--- config.mk ---
export PLATFORM = sky130hd
export DESIGN_NAME = acc8_cpu
export DESIGN_NICKNAME = d
export VERILOG_FILES = /design/src/rtl/acc8_cpu.sv
export SDC_FILE = /design/constraint.sdc
export NUM_CORES = 1
export LEC_CHECK = 0
export BUFFER_PORTS_ARGS = -buffer_cell sky130_fd_sc_hd__clkbuf_2
export CAP_MARGIN = 20
export CORE_ASPECT_RATIO = 1.2
export CORE_MARGIN = 2
export CORE_UTILIZATION = 25
export DETAILED_ROUTE_END_ITERATION = 16
export SYNTH_ARGS = -nofsm -noshare
export SYNTH_HDL_FRONTEND = slang
export SYNTH_SLANG_ARGS = --single-unit
--- constraint.sdc ---
create_clock -name clk -period 2.6 [get_ports clk]
set_input_delay 0.13 -clock clk [delete_from_list [all_inputs] [get_ports clk]]
set_output_delay 0.13 -clock clk [all_outputs]
set_load 0.02 [all_outputs]
--- src/rtl/acc8_cpu.sv ---
module acc8_cpu #(
  parameter int W = 8
) (
  input  logic         clk,
  input  logic         rst,
  input  logic [W-1:0] r_init,
  output logic [W-1:0] mem_addr,
  output logic [W-1:0] mem_wdata,
  output logic         mem_we,
  input  logic [W-1:0] mem_rdata,
  output logic         halted,
  output logic [W-1:0] dbg_a,
  output logic [W-1:0] dbg_b
);
  localparam int NPH = 8;
  localparam logic [W-1:0] OP_LDA = W'(0), OP_STA = W'(1), OP_ADD = W'(2),
                           OP_SUB = W'(3), OP_AND = W'(4), OP_OR  = W'(5),
                           OP_MRA = W'(6), OP_MRB = W'(7), OP_LIA = W'(8),
                           OP_LIB = W'(9);

  logic [W-1:0]   mar, mbr, a, b, r, pc, ir, alu;
  logic [NPH-1:0] t;
  logic           halt;

  assign mem_addr  = mar;
  assign mem_wdata = mbr;
  assign mem_we    = t[6] && ir == OP_STA && !halt;
  assign halted    = halt;
  assign dbg_a     = a;
  assign dbg_b     = b;

  always_comb begin
    case (ir)
      OP_ADD:  alu = a + b;
      OP_SUB:  alu = a - b;
      OP_AND:  alu = a & b;
      default: alu = a | b;
    endcase
  end

  always_ff @(posedge clk) begin
    if (rst) begin
      mar <= '0; mbr <= '0; a <= '0; b <= '0; r <= r_init;
      pc <= '0; ir <= '0; t <= NPH'(1); halt <= 1'b0;
    end else if (!halt) begin
      t <= t << 1;
      if (t[0]) mar <= pc;
      if (t[1]) pc <= pc + 1'b1;
      if (t[2]) ir <= mem_rdata;
      if (t[3]) begin
        case (ir)
          OP_ADD, OP_SUB, OP_AND, OP_OR: begin a <= alu; t <= NPH'(1); end
          OP_MRA: begin a <= r; t <= NPH'(1); end
          OP_MRB: begin b <= r; t <= NPH'(1); end
          OP_LDA, OP_STA, OP_LIA, OP_LIB: mar <= pc;
          default: begin halt <= 1'b1; t <= t; end
        endcase
      end
      if (t[4]) pc <= pc + 1'b1;
      if (t[5]) begin
        case (ir)
          OP_LIA: begin a <= mem_rdata; t <= NPH'(1); end
          OP_LIB: begin b <= mem_rdata; t <= NPH'(1); end
          default: begin
            mar <= mem_rdata;
            mbr <= (ir == OP_STA) ? a : mem_rdata;
          end
        endcase
      end
      if (t[6] && ir == OP_STA) t <= NPH'(1);
      if (t[7]) begin a <= mem_rdata; t <= NPH'(1); end
    end
  end
endmodule


# Word-level counts from Yosys, hierarchy flattened
# Index checks and enable logic that the tools add are counted.
[word_totals]
regBits = 65
input_bits = 18
out_inout_bits = 34
wordCells = 65
[op_classes]
addsub = 3
eq_ne = 9
mux = 27
bitwise = 4
reduce_logical = 13
[ops]
columns = ["op", "n"]
rows = [
  ["$mux 8", 21],
  ["$eq 8x3->1 const B", 4],
  ["$pmux 8 s2", 2],
  ["$pmux 8 s3", 1],
  ["$eq 8x2->1 const B", 2],
  ["$eq 8x4->1 const B", 2],
  ["$reduce_or 10->1", 1],
  ["$add 8x1->8 const B", 1],
  ["$add 8x8->8", 1],
  ["$and 8x8->8", 1],
  ["$eq 8x1->1 const B", 1],
  ["$logic_not 8->1", 1],
  ["$or 8x8->8", 1],
  ["$reduce_or 4->1", 2],
  ["$sub 8x8->8", 1],
  ["$reduce_or 6->1", 1],
  ["$reduce_and 2->1", 2],
  ["$mux 1", 3],
  ["$reduce_and 3->1", 1],
  ["$logic_and 1x1->1", 2],
  ["$not 1->1", 2],
  ["$reduce_bool 2->1", 1],
  ["$reduce_or 2->1", 1],
  ["$logic_not 1->1", 1],
]

# Logic depth before layout (Yosys ltp)
# Gate-level depths: netlist (run 1).
[depth]
depth_word = 8
mapped_depth = 13
depth_no_buf = 13

# Least setup slack after synthesis (run 1)
# No wires, ideal clock.
[synth_path]
path_type = "register -> register"
from = "register ir[4]"
to = "register a[4] (netlist: dbg_a[4])"
arrival_ns = 2.711
slack_ns = -0.196
stages_incl_launch_ff = 12
path_buffers = 0
cell_sequence = "dfxtp_1 > or4_4 > nor4_4 > nor2_1 > xnor2_1 > ha_1 > nor2b_1 > o31a_1 > a211oi_1 > a31o_2 > a31oi_1 > a211oi_1"
[synth_between]
elab_chain_cells = 7
elab_cells_between_ends = 13
[synth_rtl]
columns = ["item", "line_no", "source"]
rows = [
  ["start, declared", "21", "logic [W-1:0] mar, mbr, a, b, r, pc, ir, alu;"],
  ["start signal, assigned", "49", "if (t[2]) ir <= mem_rdata;"],
  ["$eq 8x3->1, or another cell as far along", "33, 51", ""],
  ["$pmux 8 s3 or $reduce_or 4->1 (tied branches)", "33, 51", ""],
  ["$pmux 8 s2", "51", "case (ir)"],
  ["$mux 8", "50", "if (t[3]) begin"],
  ["$mux 8", "61", "case (ir)"],
  ["$mux 8 *", "60", "if (t[5]) begin"],
  ["$mux 8 *", "71", "if (t[7]) begin a <= mem_rdata; t <= NPH'(1); end"],
  ["end signal, assigned", "52", "OP_ADD, OP_SUB, OP_AND, OP_OR: begin a <= alu; t <= NPH'(1); end"],
  ["end signal, assigned", "62", "OP_LIA: begin a <= mem_rdata; t <= NPH'(1); end"],
  ["end signal, assigned", "71", ""],
  ["end, declared", "21", ""],
]
# Mark *: on every way between the ends. The rest lies on a longest branch, timed or not.
# A chain may end at the register's enable or synchronous reset.

# Worst setup path after layout (run 1)
[layout_path]
from = "register ir[7]"
to = "register a[5] (netlist: dbg_a[5])"
# Same word-level chain as after synthesis.

==> metrics.yaml, run 1 <==
finalClockSkew_ns: 0.00751
synthToLayoutAreaGrowth_pct: 30.6
startpoint_type: "flip-flop"
worst_r2r_path_depth: 12
dpl_worst_slack_ns: -0.207
worst-slew-pin-transition_ns: 0.917
drt_pass1_iterations: 7
cap_violations: 0
grt_pass1_vias: 3758
gp_congestion: 0.925
pwr-share-comb: 0.136
regArea_mm2: 0.00138
ys.flop_type: "dfxtp_1"
seqPwrFrac: 0.393
outcome: "finished, violations left"
failed_checks: "negative setup slack"
cp_data_required_time_ns: 2.86
syn_avg_cell_area_um2: 8.58
clock_sinks: 65
setup_viol: 5
whs_path_depth: 2
cts_tree: "done"
holdWs_ns: 0.196
port_buffers: 51
critPathSlowestCell: "or4_4"
vias: 3749
path_clk_slew_ns: 0.06
multiInputGateArea_mm2: 0.00227
final_min_period_over_clock_period: 1.06
ys_ff_latch: 65
start_util: 0.253
cp_max_fo: 4
netSwitchingFraction: 0.263
io_pins: 52
final_common_cell: "nor2_1"
crit_path_frequent_cell: "xnor2_1"
die_h_um: 138
clockBufferDepth: 2
num_rows: 49
setup_slack_ns: -0.147
synth_edf_count: 8
powerDensity_mw_per_mm2: 570
reg2reg_slack_ns: -0.15
hp-class: "input port to flip-flop"
viasPerCell: 5.14
cp-end-kind: "flip-flop"
clk_latency_ns: 0.34
antenna_found_initial: 0
intPower_uw: 2060
power.total_uw: 2790
leakagePower_uw: 0.00194
fmax_ghz: 0.364
antenna_cells: 0
syn_nets: 468
worstPathArrival_ns: 3.01
grt_usage: 0.158
fp.coreArea_mm2: 0.0148
detail-route-antenna-nets: 0
synth_warnings: 0
cpLargestDelayFamily: "simple AND/OR/NAND/NOR gates"
drive_gt1_frac: 0.255
dieArea_mm2: 0.0160
drtIter0Drc: 224
nFillCells: 1566
syn_area_mm2: 0.00376
root_buffer: "clkbuf_16"
grt_pass1_wl_um: 19400
dpl.hpwl_um: 9090
seq_area_frac_synth: 0.368
p_clk_frac: 0.471
wl_per_cell_um: 16.9
criticalPathCategory: "flip-flop to flip-flop"
irDropWorstVdd_mv: 0.273
cp_slowest_stage_delay_ns: 0.55
drt_wl_total_um: 12300
gr-total-overflow: 0
dieWidth_um: 116
drc: 0
hold_viol_final: 0
grt_max_degree: 42
numCtsBuffers: 9
htree_levels: 3
switchingPower_uw: 736
path_cells: "or4_4, nor4_4, buf_4, a21oi_2, xnor2_1, ha_1, and3_4, a21oi_4, nand3b_1, xnor2_1, a21o_1, a31oi_1"
rsz0062_at_grt: "true"
max-slew-margin-rel: 0.387
slew_viol_final: 0
layout.nets: 550
path_buf_inv: 1
async_flop_share: 0
postSynthCellCount: 438
ys_types: 66
fin_crit_ns: 2.75
final_cell_mix: "62 x nor2_1, 56 x dfxtp_1, 51 x clkbuf_2, 36 x buf_4, 34 x nand2_1"
worstSetupPathDepth: 12
cell type report:
type,count,area share
flip-flops and latches,65,0.282
clock buffers,9,0.0459
well taps,204,0.0520
multi-input cells,334,0.463
clock inverters,7,0.0204
inverters,14,0.0107
repair buffers,96,0.126
per-layer routing:
| metal | track usage | part of all wire | up-vias |
|---|---|---|---|
| li1 | - | - | 1785 |
| met1 | 0.170 | 0.38 | 1767 |
| met2 | 0.277 | 0.50 | 153 |
| met3 | 0.0381 | 0.071 | 44 |
| met4 | 0.0858 | 0.050 | 0 |
| met5 | 0 | 0 | - |
sequential cells by signal (all words and copies together), names as in the netlist:
register   cells
dbg_a          8
dbg_b          8
ir             8
mem_addr       8
mem_wdata      8
pc             8
r              8
t              8
halted         1
metrics by stage:
step | instances | area (µm²) | setup TNS, ns | util
6_report | 729 | 4910 | -0.569 | 0.331
5_1_grt | 729 | 4910 | -1.29 | 0.331
4_1_cts | 727 | 4870 | -0.574 | 0.328
3_5_place_dp | 701 | 4400 | -0.741 | 0.297
3_3_place_gp | 701 | 4400 | -0.375 | 0.297
2_1_floorplan | 438 | 3760 | -0.202 | -
synthesized netlist by cell type (all sizes together), types with 3 or more instances:
cell	n	area share
buf	9	0.017
clkbuf	16	0.017
xnor2	9	0.021
mux2i	22	0.059
a211oi	20	0.041
nand3	5	0.0067
and3	5	0.0083
edfxtp	8	0.064
a31o	3	0.0070
mux2	6	0.018
a31oi	6	0.010
nor3	5	0.0080
a21oi	25	0.033
o21ai	28	0.037
inv	14	0.014
a21o	4	0.0080
a32oi	9	0.021
xor2	9	0.021
dfxtp	57	0.30
nor4	3	0.013
nor2b	3	0.0050
nand2	34	0.034
o211ai	4	0.0080
ha	11	0.037
o22ai	16	0.027
nor2	63	0.064
o31ai	4	0.0080
nand4	5	0.0083
worst paths after layout:
kind / start / endpoint
worst max-delay path: ir[7] / dbg_a[5]
worst min-delay path: rst / dbg_a[4]
worst max register to register: ir[7] / dbg_a[5]
worst min register to register: mem_addr[3] / mem_addr[3]
power by group through the flow:
stage               Sequential (µW)  Combinational, µW  Clock (µW)
global route                   1100                412        1380
detailed placement             1120                358           0
floorplan                      1130                205           0
CTS                            1100                375        1340
global placement               1120                350           0
finish                         1100                379        1320
logic make-up after synthesis:
kind of cell / count (synthesis) / synth area share
AO/OA/AOI/OAI: 136 / 0.243
adder cells (fa/ha/maj): 13 / 0.0446
buffers and inverters: 39 / 0.0476
XOR/XNOR: 18 / 0.0420
AND/OR/NAND/NOR: 139 / 0.178
flip-flops: 65 / 0.368
multiplexers: 28 / 0.0766
worst reg2reg max path, delay by kind of cell, from the launching register on:
kind                       cells  cell delay (ns)
and+or+nand+nor                4             1.05
AOI/OAI and AO/OA              4             0.50
adders and majority gates      1             0.33
DFF                            1             0.32
xor gates and xnor gates       2             0.28
buffers and inverters          1             0.19
repair_timing:
item,4_1_cts,5_1_grt
resized for setup,11,6
hold endpoints to repair,8,0
gates cloned,0,0
hold buffers,8,0
pin swaps,5,13
setup buffers,2,2
endpoints found under the setup margin,6,6
(Power assumes the default switching activity.)
==> inputs of run 2 (changes only) <==
--- a/config.mk
+++ b/config.mk
@@ -11,6 +11,7 @@
 export CORE_MARGIN = 2
 export CORE_UTILIZATION = 25
 export DETAILED_ROUTE_END_ITERATION = 16
+export RECOVER_POWER = 25
 export SYNTH_ARGS = -nofsm -noshare
 export SYNTH_HDL_FRONTEND = slang
 export SYNTH_SLANG_ARGS = --single-unit
==> run 2 against run 1 <==
The flow still finishes with violations (negative setup slack). Power about the same. Die area unchanged. Via count decreased by 0.13%. Setup slack got worse by 0.0020 ns. Register-to-register slack about the same. Cell count unchanged. Sequential share of layout area increased by 0.094 points. Sequential power about the same. Clock skew about the same. Clock-buffer cell count unchanged. Critical endpoint is now dbg_a[4]. Highest routed layer unchanged.
==> metrics.yaml, run 2 (synthesis gave the netlist of run 1 again) <==
wl_per_cell_um: 16.9  # about the same
final_cell_mix: "62 x nor2_1, 56 x dfxtp_1, 41 x clkbuf_2, 35 x buf_4, 34 x nand2_1"  # was 62 x nor2_1, 56 x dfxtp_1, 51 x clkbuf_2, 36 x buf_4, 34 x nand2_1
drc: 0  # unchanged
antenna_found_initial: 0  # unchanged
setup_viol: 5  # unchanged
cp_max_fo: 4  # unchanged
fp.coreArea_mm2: 0.0148  # unchanged
slew_viol_final: 0  # unchanged
path_clk_slew_ns: 0.06  # about the same
hp-class: "input port to flip-flop"  # unchanged
dieWidth_um: 116  # unchanged
gr-total-overflow: 0  # unchanged
criticalPathCategory: "flip-flop to flip-flop"  # unchanged
cp_slowest_stage_delay_ns: 0.55  # about the same
vias: 3744  # was 3749
antenna_cells: 0  # unchanged
drive_gt1_frac: 0.234  # was 0.255
start_util: 0.253  # unchanged
final_min_period_over_clock_period: 1.06  # about the same
hold_start: "mem_rdata[0]"  # was rst
max-slew-margin-rel: 0.389  # was 0.387
startpoint_type: "flip-flop"  # unchanged
final_common_cell: "nor2_1"  # unchanged
worstPathArrival_ns: 2.94  # was 3.01 ns
holdWs_ns: 0.194  # was 0.196 ns
hold_viol_final: 0  # unchanged
clk_latency_ns: 0.34  # about the same
io_pins: 52  # unchanged
powerDensity_mw_per_mm2: 571  # was 570 mW/mm²
min_to: "ir[0]"  # was dbg_a[4]
power.total_uw: 2790  # about the same
worstReg2RegStart: "ir[7]"  # unchanged
fmax_ghz: 0.364  # about the same
worst_r2r_path_depth: 12  # unchanged
seqPwrFrac: 0.393  # about the same
dpl.hpwl_um: 9090  # unchanged
irDropWorstVdd_mv: 0.273  # about the same
detail-route-antenna-nets: 0  # unchanged
drt_wl_total_um: 12300  # about the same
cp_data_required_time_ns: 2.79  # was 2.86 ns
leakagePower_uw: 0.00191  # was 0.00194 µW
switchingPower_uw: 737  # was 736 µW
grt_pass1_vias: 3758  # unchanged
path_buf_inv: 1  # unchanged
rsz0062_at_grt: "true"  # unchanged
place_area_mm2: 0.00440  # unchanged
grt_max_degree: 42  # unchanged
synthToLayoutAreaGrowth_pct: 30.2  # was 30.6%
layout.nets: 550  # unchanged
r2r-end: "dbg_a[4]"  # was dbg_a[5]
netSwitchingFraction: 0.264  # was 0.263
critPathSlowestCell: "or4_4"  # unchanged
cp-end-kind: "flip-flop"  # unchanged
outcome: "finished, violations left"  # unchanged
die_h_um: 138  # unchanged
intPower_uw: 2060  # about the same
final_area_mm2: 0.00489  # was 0.00491 mm²
whs_path_depth: 3  # was 2
cts_tree: "done"  # unchanged
fin_crit_ns: 2.75  # about the same
clock_sinks: 65  # unchanged
worst-slew-pin-transition_ns: 0.913  # was 0.917 ns
port_buffers: 51  # unchanged
grt_pass1_wl_um: 19400  # unchanged
dpl_worst_slack_ns: -0.207  # unchanged
drt_pass1_iterations: 5  # was 7
final_core_util: 0.330  # was 0.331
reg2reg_slack_ns: -0.15  # about the same
clockBufferDepth: 2  # unchanged
path_cells: "or4_4, nor4_4, buf_4, a21oi_2, xnor2_1, ha_1, o21a_1, o31a_1, a211oi_2, a31o_2, a31oi_1, a211oi_1"  # was or4_4, nor4_4, buf_4, a21oi_2, xnor2_1, ha_1, and3_4, a21oi_4, nand3b_1, xnor2_1, a21o_1, a31oi_1
numCtsBuffers: 9  # unchanged
failed_checks: "negative setup slack"  # unchanged
dieArea_mm2: 0.0160  # unchanged
viasPerCell: 5.14  # about the same
p_clk_frac: 0.472  # was 0.471
pwr-share-comb: 0.135  # was 0.136
drtIter0Drc: 227  # was 224
gp_congestion: 0.925  # unchanged
htree_levels: 3  # unchanged
cap_violations: 0  # unchanged
finalClockSkew_ns: 0.00754  # was 0.00751 ns
root_buffer: "clkbuf_16"  # unchanged
setup_slack_ns: -0.149  # was -0.147 ns
cpLargestDelayFamily: "compound AO/OA/AOI/OAI gates"  # was simple AND/OR/NAND/NOR gates
num_rows: 49  # unchanged
grt_usage: 0.158  # unchanged
[run 2: worst register-to-register path: cells and delay by family (launching register included)]
| family | cells | cell delay [ns] |
|---|---|---|
| AOI/OAI and AO/OA | 7 | 0.85 |
| and+or+nand+nor | 2 | 0.77 |
| adders and majority gates | 1 | 0.34 |
| DFF | 1 | 0.32 |
| buffers and inverters | 1 | 0.19 |
| xor gates and xnor gates | 1 | 0.13 |
[run 2: per-stage QoR]
stage	TNS (ns)	instances
finish	-0.566	729
global route	-1.34	729
global placement	-0.375	701
CTS	-0.574	727
detailed placement	-0.741	701
floorplan	-0.202	438
[run 2: power by group through the flow]
stage          sequential (µW)  combinational [µW]  clock (µW)
6_report                  1100                 376        1320
2_1_floorplan             1130                 205           0
3_5_place_dp              1120                 358           0
5_1_grt                   1100                 409        1380
3_3_place_gp              1120                 350           0
4_1_cts                   1100                 375        1340
[run 2: cell type report]
class	count	area, µm²
Inverter	14	52.6
Fill cell	1571	9950
Timing Repair Buffer	96	601
Sequential cell	65	1380
Clock buffer	9	225
Multi-Input combinational cell	334	2270
Clock inverter	7	100
Tap cell	204	255
[run 2: worst max path at each step]
stage / start / end / depth (start not counted)
floorplan: ir[7] / dbg_a[6] / 11
detailed placement: ir[7] / dbg_a[4] / 11
CTS: ir[7] / dbg_a[5] / 12
global placement: ir[7] / dbg_a[6] / 11
global route: ir[7] / dbg_a[5] / 12
finish: ir[7] / dbg_a[4] / 12
[run 2: what timing repair did]
item | 4_1_cts | 5_1_grt
setup buffers | 2 | 2
hold buffers | 8 | 0
pin swaps | 5 | 13
endpoints found under the setup margin | 6 | 6
endpoints found under the hold margin | 8 | 0
gates resized for setup | 11 | 6
[run 2: metal layers]
| metal | share of wire | vias to the layer above | global-route usage |
|---|---|---|---|
| met5 | 0 | - | 0 |
| met4 | 0.050 | 0 | 0.0858 |
| met3 | 0.065 | 46 | 0.0381 |
| met2 | 0.50 | 145 | 0.277 |
| met1 | 0.38 | 1766 | 0.170 |
| li1 | - | 1787 | - |
